<file path="config.mk">
export PLATFORM = sky130hd
export DESIGN_NAME = step_counter
export DESIGN_NICKNAME = d
export VERILOG_FILES = /design/src/rtl/msc_pkg.sv /design/src/rtl/msc_ctrl.sv /design/src/rtl/msc_step.sv /design/src/rtl/msc_thresh.sv /design/src/rtl/step_counter.sv
export SDC_FILE = /design/constraint.sdc
export NUM_CORES = 1
export LEC_CHECK = 0
export ABC_AREA = 1
export BUFFER_PORTS_ARGS = -buffer_cell sky130_fd_sc_hd__buf_2
export CAP_MARGIN = 20
export CORE_MARGIN = 1.5
export CORE_UTILIZATION = 45
export CTS_CLUSTER_DIAMETER = 150
export DETAILED_ROUTE_END_ITERATION = 10
export MAX_ROUTING_LAYER = met4
export PLACE_DENSITY = 0.72
export SKIP_CTS_REPAIR_TIMING = 1
export SLEW_MARGIN = 20
export SYNTH_ARGS = -nofsm -noshare
export SYNTH_HDL_FRONTEND = slang
export SYNTH_SLANG_ARGS = --single-unit
</file>
<file path="constraint.sdc">
create_clock -name clk_i -period 1.98 [get_ports clk_i]
set_input_delay 0.198 -clock clk_i [delete_from_list [all_inputs] [get_ports clk_i]]
set_output_delay 0.198 -clock clk_i [all_outputs]
set_load 0.05 [all_outputs]
</file>
<file path="src/rtl/msc_pkg.sv">
package msc_pkg;
  typedef enum logic [1:0] {CNT_UP, CNT_DOWN, CNT_UPDOWN} cnt_mode_e;
  typedef enum logic [2:0] {OP_HOLD, OP_CLR, OP_SET, OP_INIT, OP_LOAD, OP_STEP} cnt_op_e;
endpackage

</file>
<file path="src/rtl/msc_ctrl.sv">
module msc_ctrl #(
  parameter bit HAS_CE       = 1,
  parameter bit HAS_SCLR     = 1,
  parameter bit HAS_SSET     = 1,
  parameter bit HAS_SINIT    = 0,
  parameter bit HAS_LOAD     = 1,
  parameter bit LOAD_HIGH    = 1,
  parameter bit SYNC_OVER_CE = 1,
  parameter bit SET_WINS     = 0
) (
  input  logic             ce_i,
  input  logic             sclr_i,
  input  logic             sset_i,
  input  logic             sinit_i,
  input  logic             load_i,
  output msc_pkg::cnt_op_e op_o
);
  import msc_pkg::*;

  logic ce_e, gate, clr_a, set_a, ini_a, ld_a;

  always_comb begin
    ce_e  = HAS_CE ? ce_i : 1'b1;
    gate  = SYNC_OVER_CE ? 1'b1 : ce_e;
    clr_a = HAS_SCLR  & sclr_i  & gate;
    set_a = HAS_SSET  & sset_i  & gate;
    ini_a = HAS_SINIT & sinit_i & gate;
    ld_a  = HAS_LOAD  & (load_i == LOAD_HIGH) & ce_e;
  end

  // priority: clear/set (ordered by SET_WINS) > init > load > step
  always_comb begin
    op_o = OP_HOLD;
    if (clr_a && !(SET_WINS && set_a)) op_o = OP_CLR;
    else if (set_a)                    op_o = OP_SET;
    else if (ini_a)                    op_o = OP_INIT;
    else if (ce_e && ld_a)             op_o = OP_LOAD;
    else if (ce_e)                     op_o = OP_STEP;
  end
endmodule

</file>
<file path="src/rtl/msc_step.sv">
module msc_step #(
  parameter int                  WIDTH     = 8,
  parameter msc_pkg::cnt_mode_e  MODE      = msc_pkg::CNT_UPDOWN,
  parameter logic [WIDTH-1:0]    STEP      = 1,
  parameter bit                  RESTRICT  = 0,
  parameter logic [WIDTH-1:0]    FINAL_VAL = 1
) (
  input  logic [WIDTH-1:0] q_i,
  input  logic             up_i,
  output logic [WIDTH-1:0] nxt_o
);
  import msc_pkg::*;

  logic go_up;
  logic hit;

  generate
    if (MODE == CNT_UP) begin : g_up
      assign go_up = 1'b1;
    end else if (MODE == CNT_DOWN) begin : g_dn
      assign go_up = 1'b0;
    end else begin : g_ud
      assign go_up = up_i;
    end
    if (RESTRICT) begin : g_rst
      assign hit = (q_i == FINAL_VAL);
    end else begin : g_free
      assign hit = 1'b0;
    end
  endgenerate

  always_comb begin
    if (hit)        nxt_o = '0;
    else if (go_up) nxt_o = q_i + STEP;
    else            nxt_o = q_i - STEP;
  end
endmodule

</file>
<file path="src/rtl/msc_thresh.sv">
module msc_thresh #(
  parameter int               WIDTH      = 8,
  parameter bit               HAS_THRESH = 1,
  parameter logic [WIDTH-1:0] THRESH_VAL = 1
) (
  input  logic [WIDTH-1:0] q_i,
  output logic             hit_o
);
  generate
    if (HAS_THRESH) begin : g_on
      assign hit_o = (q_i == THRESH_VAL);
    end else begin : g_off
      assign hit_o = 1'b0;
    end
  endgenerate
endmodule

</file>
<file path="src/rtl/step_counter.sv">
module step_counter #(
  parameter int                  WIDTH        = 8,
  parameter msc_pkg::cnt_mode_e  MODE         = msc_pkg::CNT_UPDOWN,
  parameter logic [WIDTH-1:0]    STEP         = 3,
  parameter bit                  RESTRICT     = 0,
  parameter logic [WIDTH-1:0]    FINAL_VAL    = 1,
  parameter bit                  HAS_CE       = 1,
  parameter bit                  HAS_SCLR     = 1,
  parameter bit                  HAS_SSET     = 1,
  parameter bit                  HAS_SINIT    = 0,
  parameter bit                  HAS_LOAD     = 1,
  parameter bit                  LOAD_HIGH    = 1,
  parameter bit                  SYNC_OVER_CE = 1,
  parameter bit                  SET_WINS     = 0,
  parameter logic [WIDTH-1:0]    INIT_VAL     = 0,
  parameter logic [WIDTH-1:0]    POR_VAL      = 5,
  parameter bit                  HAS_THRESH   = 1,
  parameter logic [WIDTH-1:0]    THRESH_VAL   = 11
) (
  input  logic             clk_i,
  input  logic             rst_ni,
  input  logic             ce_i,
  input  logic             up_i,
  input  logic             sclr_i,
  input  logic             sset_i,
  input  logic             sinit_i,
  input  logic             load_i,
  input  logic [WIDTH-1:0] ld_val_i,
  output logic [WIDTH-1:0] q_o,
  output logic             thresh_o
);
  import msc_pkg::*;

  localparam logic [WIDTH-1:0] DN_SPAN = '0 - FINAL_VAL;

  generate
    if (STEP == '0) begin : g_bad_step
      $error("step_counter: STEP must be nonzero");
    end
    if (RESTRICT && MODE == CNT_UPDOWN) begin : g_bad_ud
      $error("step_counter: restricted mode needs a fixed direction");
    end
    if (RESTRICT && HAS_SSET) begin : g_bad_set
      $error("step_counter: restricted mode excludes set");
    end
    if (HAS_SINIT && (HAS_SCLR || HAS_SSET)) begin : g_bad_init
      $error("step_counter: init excludes clear and set");
    end
    if (RESTRICT && MODE == CNT_UP && STEP != '0 &&
        ((FINAL_VAL % STEP) != '0 || STEP > FINAL_VAL)) begin : g_bad_fup
      $error("step_counter: final value off the up step grid");
    end
    if (RESTRICT && MODE == CNT_DOWN && STEP != '0 &&
        ((DN_SPAN % STEP) != '0 || STEP > DN_SPAN)) begin : g_bad_fdn
      $error("step_counter: final value off the down step grid");
    end
  endgenerate

  cnt_op_e          op;
  logic [WIDTH-1:0] step_nxt;
  logic [WIDTH-1:0] q_q;
  logic             unused_ins;

  // inputs removed by configuration still reach this sink
  assign unused_ins = ^{up_i, sclr_i, sset_i, sinit_i, load_i, ce_i, ld_val_i};

  msc_ctrl #(
    .HAS_CE(HAS_CE), .HAS_SCLR(HAS_SCLR), .HAS_SSET(HAS_SSET),
    .HAS_SINIT(HAS_SINIT), .HAS_LOAD(HAS_LOAD), .LOAD_HIGH(LOAD_HIGH),
    .SYNC_OVER_CE(SYNC_OVER_CE), .SET_WINS(SET_WINS)
  ) u_ctrl (
    .ce_i(ce_i), .sclr_i(sclr_i), .sset_i(sset_i), .sinit_i(sinit_i),
    .load_i(load_i), .op_o(op)
  );

  msc_step #(
    .WIDTH(WIDTH), .MODE(MODE), .STEP(STEP), .RESTRICT(RESTRICT),
    .FINAL_VAL(FINAL_VAL)
  ) u_step (
    .q_i(q_q), .up_i(up_i), .nxt_o(step_nxt)
  );

  always_ff @(posedge clk_i or negedge rst_ni) begin
    if (!rst_ni) begin
      q_q <= POR_VAL;
    end else begin
      unique case (op)
        OP_CLR:  q_q <= '0;
        OP_SET:  q_q <= '1;
        OP_INIT: q_q <= INIT_VAL;
        OP_LOAD: q_q <= ld_val_i;
        OP_STEP: q_q <= step_nxt;
        default: q_q <= q_q;
      endcase
    end
  end

  assign q_o = q_q;

  msc_thresh #(
    .WIDTH(WIDTH), .HAS_THRESH(HAS_THRESH), .THRESH_VAL(THRESH_VAL)
  ) u_thr (
    .q_i(q_q), .hit_o(thresh_o)
  );
endmodule

</file>
==> impl_metrics.csv, run 1 <==
group,metric,value,unit
clocking,cts.htree.levels,1,
global_route,grt_pass1_wl,2.93,mm
floorplanning,start_util,47.3,%
power_and_ir_drop,ir_drop,311,uV
global_route,antenna_found_initial,0,
synth,yosys.cell_types.count,23,
status,status,"finished, final reports clean",
sta,setup_tns,0,ns
final_layout,post-route-util,57.9,%
sta,clock_skew,0.00207,ns
critical_path,path_class,"flip-flop to primary output",
clocking,cts_buffers,3,
power_and_ir_drop,leakagePower,0.553,nW
floorplanning,io_pins,25,
placed_design,place_congestion,0.753,
worst_hold_path,hp-class,"input port to flip-flop",
synth,synth_area,800,sq um
sta,whs,0.163,ns
global_route,grtUsageTotal,20.7,%
sta,finalCritPeriodShare,81.3,%
floorplanning,die_w,45.2,microns
sta,max_freq,621,MHz
synth,yosysSeqAreaShare,25.4,%
clocking,clock_sinks,8,
power_and_ir_drop,power.density,609,nW/um^2
floorplanning,dieHeight,45.2,microns
sta,final_hold_viol_count,0,
sta,maxSlewViolCount,0,
routing,viasPerCell,5.05,
synth,synth_seq_cells,8,
final_layout,syn2layout_area_growth,22.4,%
final_layout,n_antenna_cell,0,
floorplanning,core-area,1690,sq um
routing,drt_iter0_markers,13,
clocking,cts.clk_slew.worst_paths,0.06,ns
sta,slew_headroom,76.2,%
routing,vias,803,
routing,drtPass1Iterations,4,
critical_path,arrival,1.41,ns
clocking,cts_tree,"built",
critical_path,end_kind,"primary output",
synth,synthCells,114,
synth,synth_area_per_cell,7.01,sq um
power_and_ir_drop,p_total,0.596,mW
sta,setup_viol,0,
global_route,overflow,0,
floorplanning,rows,15,
synth,synth_warnings,0,
final_layout,layout.nets,166,
critical_path,required,1.78,ns
routing,drt_wl_total,1.75,mm
clocking,clk_latency,0.26,ns
global_route,grt_pass1_vias,704,
floorplanning,dieArea,2040,sq um
global_route,grt_max_degree,9,
sta,min_period,1.61,ns
placed_design,portBuffers,23,
placed_design,post-dp-hpwl,1.47,mm
clocking,root_buffer,"clkbuf_4",
job,cap_violations,0,
critical_path,cp-start-kind,"flip-flop",
critical_path,crit_path_max_fanout,6,
final_layout,largest_reg_flops,8,
routing,wl_per_cell,11.0,microns
clocking,clock_path_buffers,2,
synth,syn_nets,137,
routing,drc,0,
final_layout,drive_gt1_share,28.2,%
sta,grt_setup_unrepaired,"false",
sta,worst_pin_slew,0.356,ns
routing,ant_nets,0,
## critical path: stages, from the launching register on
cell     delay, ns
dfstp_2       0.59
nand2_1       0.08
nor4_2        0.19
buf_2         0.29
## logic make-up after synthesis
logic type | after synthesis | synth area share, %
DFF | 8 | 25.4
adders and majority gates | 7 | 11.9
AOI/OAI and AO/OA | 13 | 12.1
xor gates and xnor gates | 1 | 1.10
buffers and inverters | 18 | 8.45
and+or+nand+nor | 67 | 41.2
## power by group
group          internal (mW)  switching [mW]
logic                 0.0872           0.169
clock network         0.0775          0.0613
registers              0.182          0.0194
total                  0.347           0.249
## final timing paths
path	end	cells after the start	from	slack (ns)
setup reg to reg	q_o[7]	7	q_o[2]	0.39
setup / recovery	thresh_o	3	q_o[0]	0.37
min in group asynchronous	q_o[4]	2	rst_ni	0.31
max in group asynchronous	q_o[2]	2	rst_ni	1.43
hold reg to reg	q_o[2]	2	q_o[2]	0.53
hold / removal	q_o[2]	3	ld_val_i[2]	0.16
## routing by layer
layer	global-route usage, %	vias to the layer above	share of wire (%)
met1	24.9	353	42
met2	32.6	20	52
li1	-	426	-
met4	13.5	0	2.6
met5	-	-	0
met3	2.00	4	2.6
## cell usage in the layout, fill, tap and decap left out, types with 2 or more instances in the layout
master / Yosys / layout
a21oi_1: 2 / 2
a21oi_2: 3 / 3
a31oi_1: 3 / 3
buf_2: 0 / 23
clkbuf_4: 0 / 3
dfrtp_1: 6 / 6
dfstp_2: 2 / 2
ha_1: 6 / 6
inv_1: 16 / 16
inv_2: 2 / 2
nand2_1: 34 / 34
nand3_1: 12 / 12
nand3b_1: 4 / 4
nor2_1: 11 / 11
nor2_8: 2 / 2
o21ai_1: 2 / 2
## through the flow
stage | area, sq um | setup slack (ns) | std cells
after CTS | 968 | 0.363 | 158
after global routing | 978 | 0.268 | 159
final | 978 | 0.371 | 159
after global placement | 942 | 0.404 | 154
after detailed placement | 942 | 0.396 | 154
after floorplan | 806 | 0.0116 | 114
## final cells by class
type                       instances  area (sq um)
timing repair buffer              24           125
sequential                         8           203
multi-input combinational         88           536
clock buffer                       4          26.3
fill                             169           711
tap                               17          21.3
inverter                          18          67.6
## cells in the mapped netlist
| master | n | share of area [%] |
|---|---|---|
| nand2_1 | 34 | 16 |
| inv_1 | 16 | 7.5 |
| nand3_1 | 12 | 7.5 |
| nor2_1 | 11 | 5.2 |
| dfrtp_1 | 6 | 19 |
| ha_1 | 6 | 9.4 |
| nand3b_1 | 4 | 3.8 |
| a21oi_2 | 3 | 3.3 |
| a31oi_1 | 3 | 2.3 |
| a21oi_1 | 2 | 1.3 |
| dfstp_2 | 2 | 6.6 |
| inv_2 | 2 | 0.94 |
| nor2_8 | 2 | 5.0 |
| o21ai_1 | 2 | 1.3 |
| a21o_1 | 1 | 0.94 |
| fa_1 | 1 | 2.5 |
| nand2_4 | 1 | 1.4 |
| nor2_2 | 1 | 0.78 |
| nor4_1 | 1 | 0.78 |
| o211ai_2 | 1 | 1.6 |
| o21bai_2 | 1 | 1.4 |
| or2_1 | 1 | 0.78 |
| xnor2_1 | 1 | 1.1 |
Note: power is estimated with default switching activity, not from simulation.
==> run 2, diff against run 1 <==
ABC_AREA = 0   (was 1)
clock period = 1.7 ns   (was 1.98 ns; I/O delays follow)
==> impl_metrics.csv, run 2 <==
group,metric,value,unit
status,status,"finished, violations left",
status,violations,"setup timing",
final_layout,syn2layout_area_growth,44.2,%
floorplanning,io_pins,25,
synth,synth_top_area_share,19.7,%
synth,yosys.cell_types.count,31,
routing,ant_nets,0,
placed_design,post-dp-hpwl,1.59,mm
clocking,cts.htree.levels,1,
global_route,grt_pass1_vias,771,
floorplanning,dieHeight,44.2,microns
synth,synth_seq_cells,8,
power_and_ir_drop,leakagePower,0.503,nW
global_route,grt_max_degree,19,
critical_path,crit_chain,"ha_4 -> a211oi_4 -> o21bai_1 -> a21oi_1 -> xor2_1 -> a211oi_1",
power_and_ir_drop,ir_drop,489,uV
synth,synth_area_leaders,"dfrtp_1 (20%), nor2_1 (10%), ha_1 (9.9%)",
critical_path,required,1.83,ns
synth,yosysSeqAreaShare,26.6,%
synth,synth_area_per_cell,8.11,sq um
sta,worst_pin_slew,0.305,ns
sta,setup_viol,2,
floorplanning,start_util,49.4,%
global_route,grtUsageTotal,23.4,%
synth,yosysMostFrequentCell,"nor2_1",
worst_hold_path,hp-class,"input port to flip-flop",
routing,viasPerCell,5.60,
synth,syn_nets,117,
routing,drt_wl_total,2.07,mm
critical_path,max_stage_delay,0.63,ns
critical_path,cp-start-kind,"flip-flop",
clocking,cts_buffers,3,
critical_path,arrival,1.87,ns
clocking,clk_latency,0.25,ns
job,cap_violations,0,
final_layout,n_antenna_cell,0,
routing,vias,817,
sta,finalCritPeriodShare,102,%
critical_path,cp_top_family,"flip-flops",
global_route,grt_pass1_wl,3.35,mm
final_layout,largest_reg_flops,8,
routing,wl_per_cell,14.2,microns
critical_path,end_kind,"flip-flop",
final_layout,post-route-util,71.3,%
clocking,cts_tree,"built",
clocking,clock_sinks,8,
final_layout,layout_common_cells,"buf_2 (22), nor2_1 (21), buf_4 (12)",
floorplanning,die_w,44.2,microns
critical_path,critPathBufInv,0,
clocking,clock_path_buffers,2,
synth,async_flop_share,100,%
global_route,antenna_found_initial,0,
sta,setup_tns,-0.0546,ns
clocking,root_buffer,"clkbuf_4",
sta,final_hold_viol_count,0,
synth,synth_common_cells,"nor2_1 (21), a21oi_1 (9), dfrtp_1 (6), ha_1 (6)",
floorplanning,dieArea,1950,sq um
global_route,overflow,0,
final_layout,drive_gt1_share,42.3,%
critical_path,cp_slowest_cell,"dfstp_4",
sta,clock_skew,0.0130,ns
placed_design,portBuffers,23,
sta,worst_slack,-0.0371,ns
clocking,cts.clk_slew.worst_paths,0.06,ns
critical_path,path_class,"flip-flop to flip-flop",
synth,synth_warnings,0,
sta,grt_setup_unrepaired,"true",
placed_design,place_congestion,0.849,
synth,synthCells,94,
final_layout,final_common_cell,"buf_2",
sta,max_freq,576,MHz
critical_path,crit_path_max_fanout,3,
synth,synth-edff-count,0,
synth,synth_area,762,sq um
synth,synth_ff_type,"dfrtp_1",
floorplanning,core-area,1540,sq um
routing,drt_iter0_markers,8,
routing,drc,0,
final_layout,layout.nets,154,
routing,drtPass1Iterations,3,
floorplanning,rows,14,
sta,maxSlewViolCount,0,
sta,slew_headroom,79.7,%
power_and_ir_drop,power.density,714,nW/um^2
sta,min_period,1.74,ns
synth,synth_top_cell_by_area,"dfrtp_1",
## run 2: worst paths after layout
kind,start,end,slack [ns],cells after the start
setup reg to reg,q_o[2],q_o[6],-0.04,6
hold / removal,sclr_i,q_o[2],0.18,2
hold reg to reg,q_o[5],q_o[5],0.74,4
min in group asynchronous,rst_ni,q_o[3],0.29,2
setup / recovery,q_o[2],q_o[6],-0.04,6
max in group asynchronous,rst_ni,q_o[0],1.17,2
## run 2: cell families after synthesis
family / count (synthesis) / share of synthesized area, %
xor+xnor: 4 / 4.60
fa+ha+maj: 7 / 12.5
compound gates: 32 / 30.4
flops: 8 / 26.6
buf+inv: 9 / 4.43
simple gates: 33 / 20.2
mux: 1 / 1.31
## run 2: area by class of cell
class / instances / area [sq um]
Fill cell: 123 / 443
Clock buffer: 4 / 26.3
Timing Repair Buffer: 37 / 233
Sequential cell: 8 / 209
Inverter: 4 / 15.0
Multi-Input combinational cell: 77 / 596
Tap cell: 16 / 20.0
## run 2: power breakdown
part / switching, mW / leakage [nW] / internal [mW]
logic: 0.225 / 0.395 / 0.176
clock network: 0.0582 / 0.0150 / 0.0893
registers: 0.0232 / 0.0934 / 0.212
total: 0.306 / 0.503 / 0.478
## run 2: routing by layer
layer / wire length, microns / vias up / share of wire (%) / track usage (%)
li1: - / 411 / - / -
met4: 0 / 0 / 0 / 1.82
met2: 1040 / 21 / 50 / 40.3
met3: 77 / 0 / 3.7 / 2.45
met1: 950 / 385 / 46 / 30.9
met5: 0 / - / 0 / -
## run 2: metrics by stage
step / setup WS [ns] / hold slack (ns) / total power, mW / area, sq um / cells
after detailed placement: -0.0411 / 0.0127 / 0.604 / 1000 / 141
after global placement: -0.0373 / 0.0145 / 0.594 / 1000 / 141
after floorplan: -0.0801 / -0.126 / 0.482 / 788 / 94
after CTS: -0.0740 / -0.255 / 0.756 / 1030 / 145
after global routing: -0.141 / 0.172 / 0.837 / 1100 / 146
final: -0.0371 / 0.178 / 0.784 / 1100 / 146
==> run 3, diff against run 2 <==
TNS_END_PERCENT = 20   (was default)
==> impl_metrics.csv, run 3 (synthesized netlist as in run 2, its figures left out) <==
group,metric,value,unit
clocking,clock_path_buffers,2,
critical_path,cp-start-kind,"flip-flop",
routing,wl_met2,934,microns
power_and_ir_drop,power.density,722,nW/um^2
routing,wl_met1,843,microns
sta,grt_setup_unrepaired,"true",
global_route,overflow,0,
status,violations,"setup timing",
final_layout,largest_reg_flops,8,
job,cap_violations,0,
clocking,cts.clk_slew.worst_paths,0.05,ns
global_route,grt_max_degree,19,
final_layout,final_common_cell,"buf_2",
power_and_ir_drop,ir_drop,373,uV
placed_design,post-dp-hpwl,1.58,mm
final_layout,syn2layout_area_growth,40.9,%
sta,finalCritPeriodShare,104,%
routing,ant_nets,0,
clocking,clk_latency,0.26,ns
placed_design,place_congestion,0.843,
routing,vias,836,
clocking,root_buffer,"clkbuf_4",
sta,clock_skew,0.000337,ns
routing,dr.max_layer_used,"met4",
routing,viasPerCell,5.69,
sta,worst_slack,-0.0615,ns
floorplanning,io_pins,25,
routing,drc,0,
critical_path,path_class,"flip-flop to flip-flop",
final_layout,n_antenna_cell,0,
clocking,cts_tree,"built",
routing,drt_wl_total,1.95,mm
global_route,antenna_found_initial,0,
global_route,grt_pass1_vias,782,
final_layout,layout.nets,155,
clocking,cts.htree.levels,1,
critical_path,crit_path_max_fanout,5,
floorplanning,dieHeight,44.2,microns
routing,drtPass1Iterations,4,
final_layout,post-route-util,69.6,%
final_layout,layout_common_cells,"buf_2 (22), nor2_1 (21), buf_4 (14)",
global_route,grt_pass1_wl,3.33,mm
sta,max_freq,568,MHz
sta,slew_headroom,81.1,%
clocking,clock_sinks,8,
sta,setup_viol,2,
routing,drt_iter0_markers,22,
worst_hold_path,hp-class,"input port to flip-flop",
placed_design,place_inst,141,
floorplanning,dieArea,1950,sq um
status,status,"finished, violations left",
final_layout,drive_gt1_share,40.5,%
sta,final_hold_viol_count,0,
sta,setup_tns,-0.108,ns
global_route,grtUsageTotal,23.6,%
final_layout,instances_no_fill,147,
routing,wl_per_cell,13.2,microns
critical_path,required,1.84,ns
floorplanning,die_w,44.2,microns
clocking,cts_buffers,3,
critical_path,arrival,1.90,ns
placed_design,portBuffers,23,
floorplanning,start_util,49.4,%
sta,worst_pin_slew,0.279,ns
floorplanning,core-area,1540,sq um
sta,min_period,1.76,ns
routing,wl_met3,122,microns
power_and_ir_drop,leakagePower,0.496,nW
final_layout,fillers,140,
power_and_ir_drop,p_total,0.775,mW
critical_path,end_kind,"flip-flop",
floorplanning,rows,14,
sta,maxSlewViolCount,0,
run 3: metal layers:
layer	vias to the layer above	track usage [%]
li1	416	-
met1	378	30.1
met2	36	37.4
met3	6	4.49
met4	0	8.48
met5	-	-
run 3: worst max-delay path: stages (launching register included):
cell,delay [ns]
dfrtp_2,0.45
fa_2,0.38
a211oi_2,0.26
o21bai_1,0.11
a21oi_1,0.17
xor2_1,0.18
a211oi_1,0.09
run 3: stage by stage:
step | setup slack (ns) | instance area, sq um | hold WS (ns)
global route | -0.126 | 1070 | 0.152
detailed placement | -0.0640 | 1000 | 0.0125
global placement | -0.0365 | 1000 | 0.0140
finish | -0.0615 | 1070 | 0.155
CTS | -0.152 | 1030 | -0.263
floorplan | -0.0801 | 787 | -0.126
run 3: power by group:
group	switching [mW]	internal, mW
logic	0.217	0.169
clock network	0.0682	0.0900
registers	0.0194	0.212
total	0.305	0.471
run 3: area by class of cell:
class / count / area (sq um) / share of cell area [%]
clock buffers: 4 / 26.3 / 2.45
inverters: 4 / 15.0 / 1.40
multi-input cells: 77 / 568 / 52.9
well taps: 16 / 20.0 / 1.86
flip-flops and latches: 8 / 208 / 19.3
repair buffers: 38 / 236 / 22.0
run 3: worst paths after layout:
check	from	end	slack [ns]	cells past startpoint
setup reg to reg	q_o[1]	q_o[6]	-0.06	6
hold reg to reg	q_o[5]	q_o[5]	0.71	4
min in group asynchronous	rst_ni	q_o[7]	0.28	2
setup / recovery	q_o[1]	q_o[6]	-0.06	6
max in group asynchronous	rst_ni	q_o[0]	1.19	2
hold / removal	sclr_i	q_o[0]	0.15	2
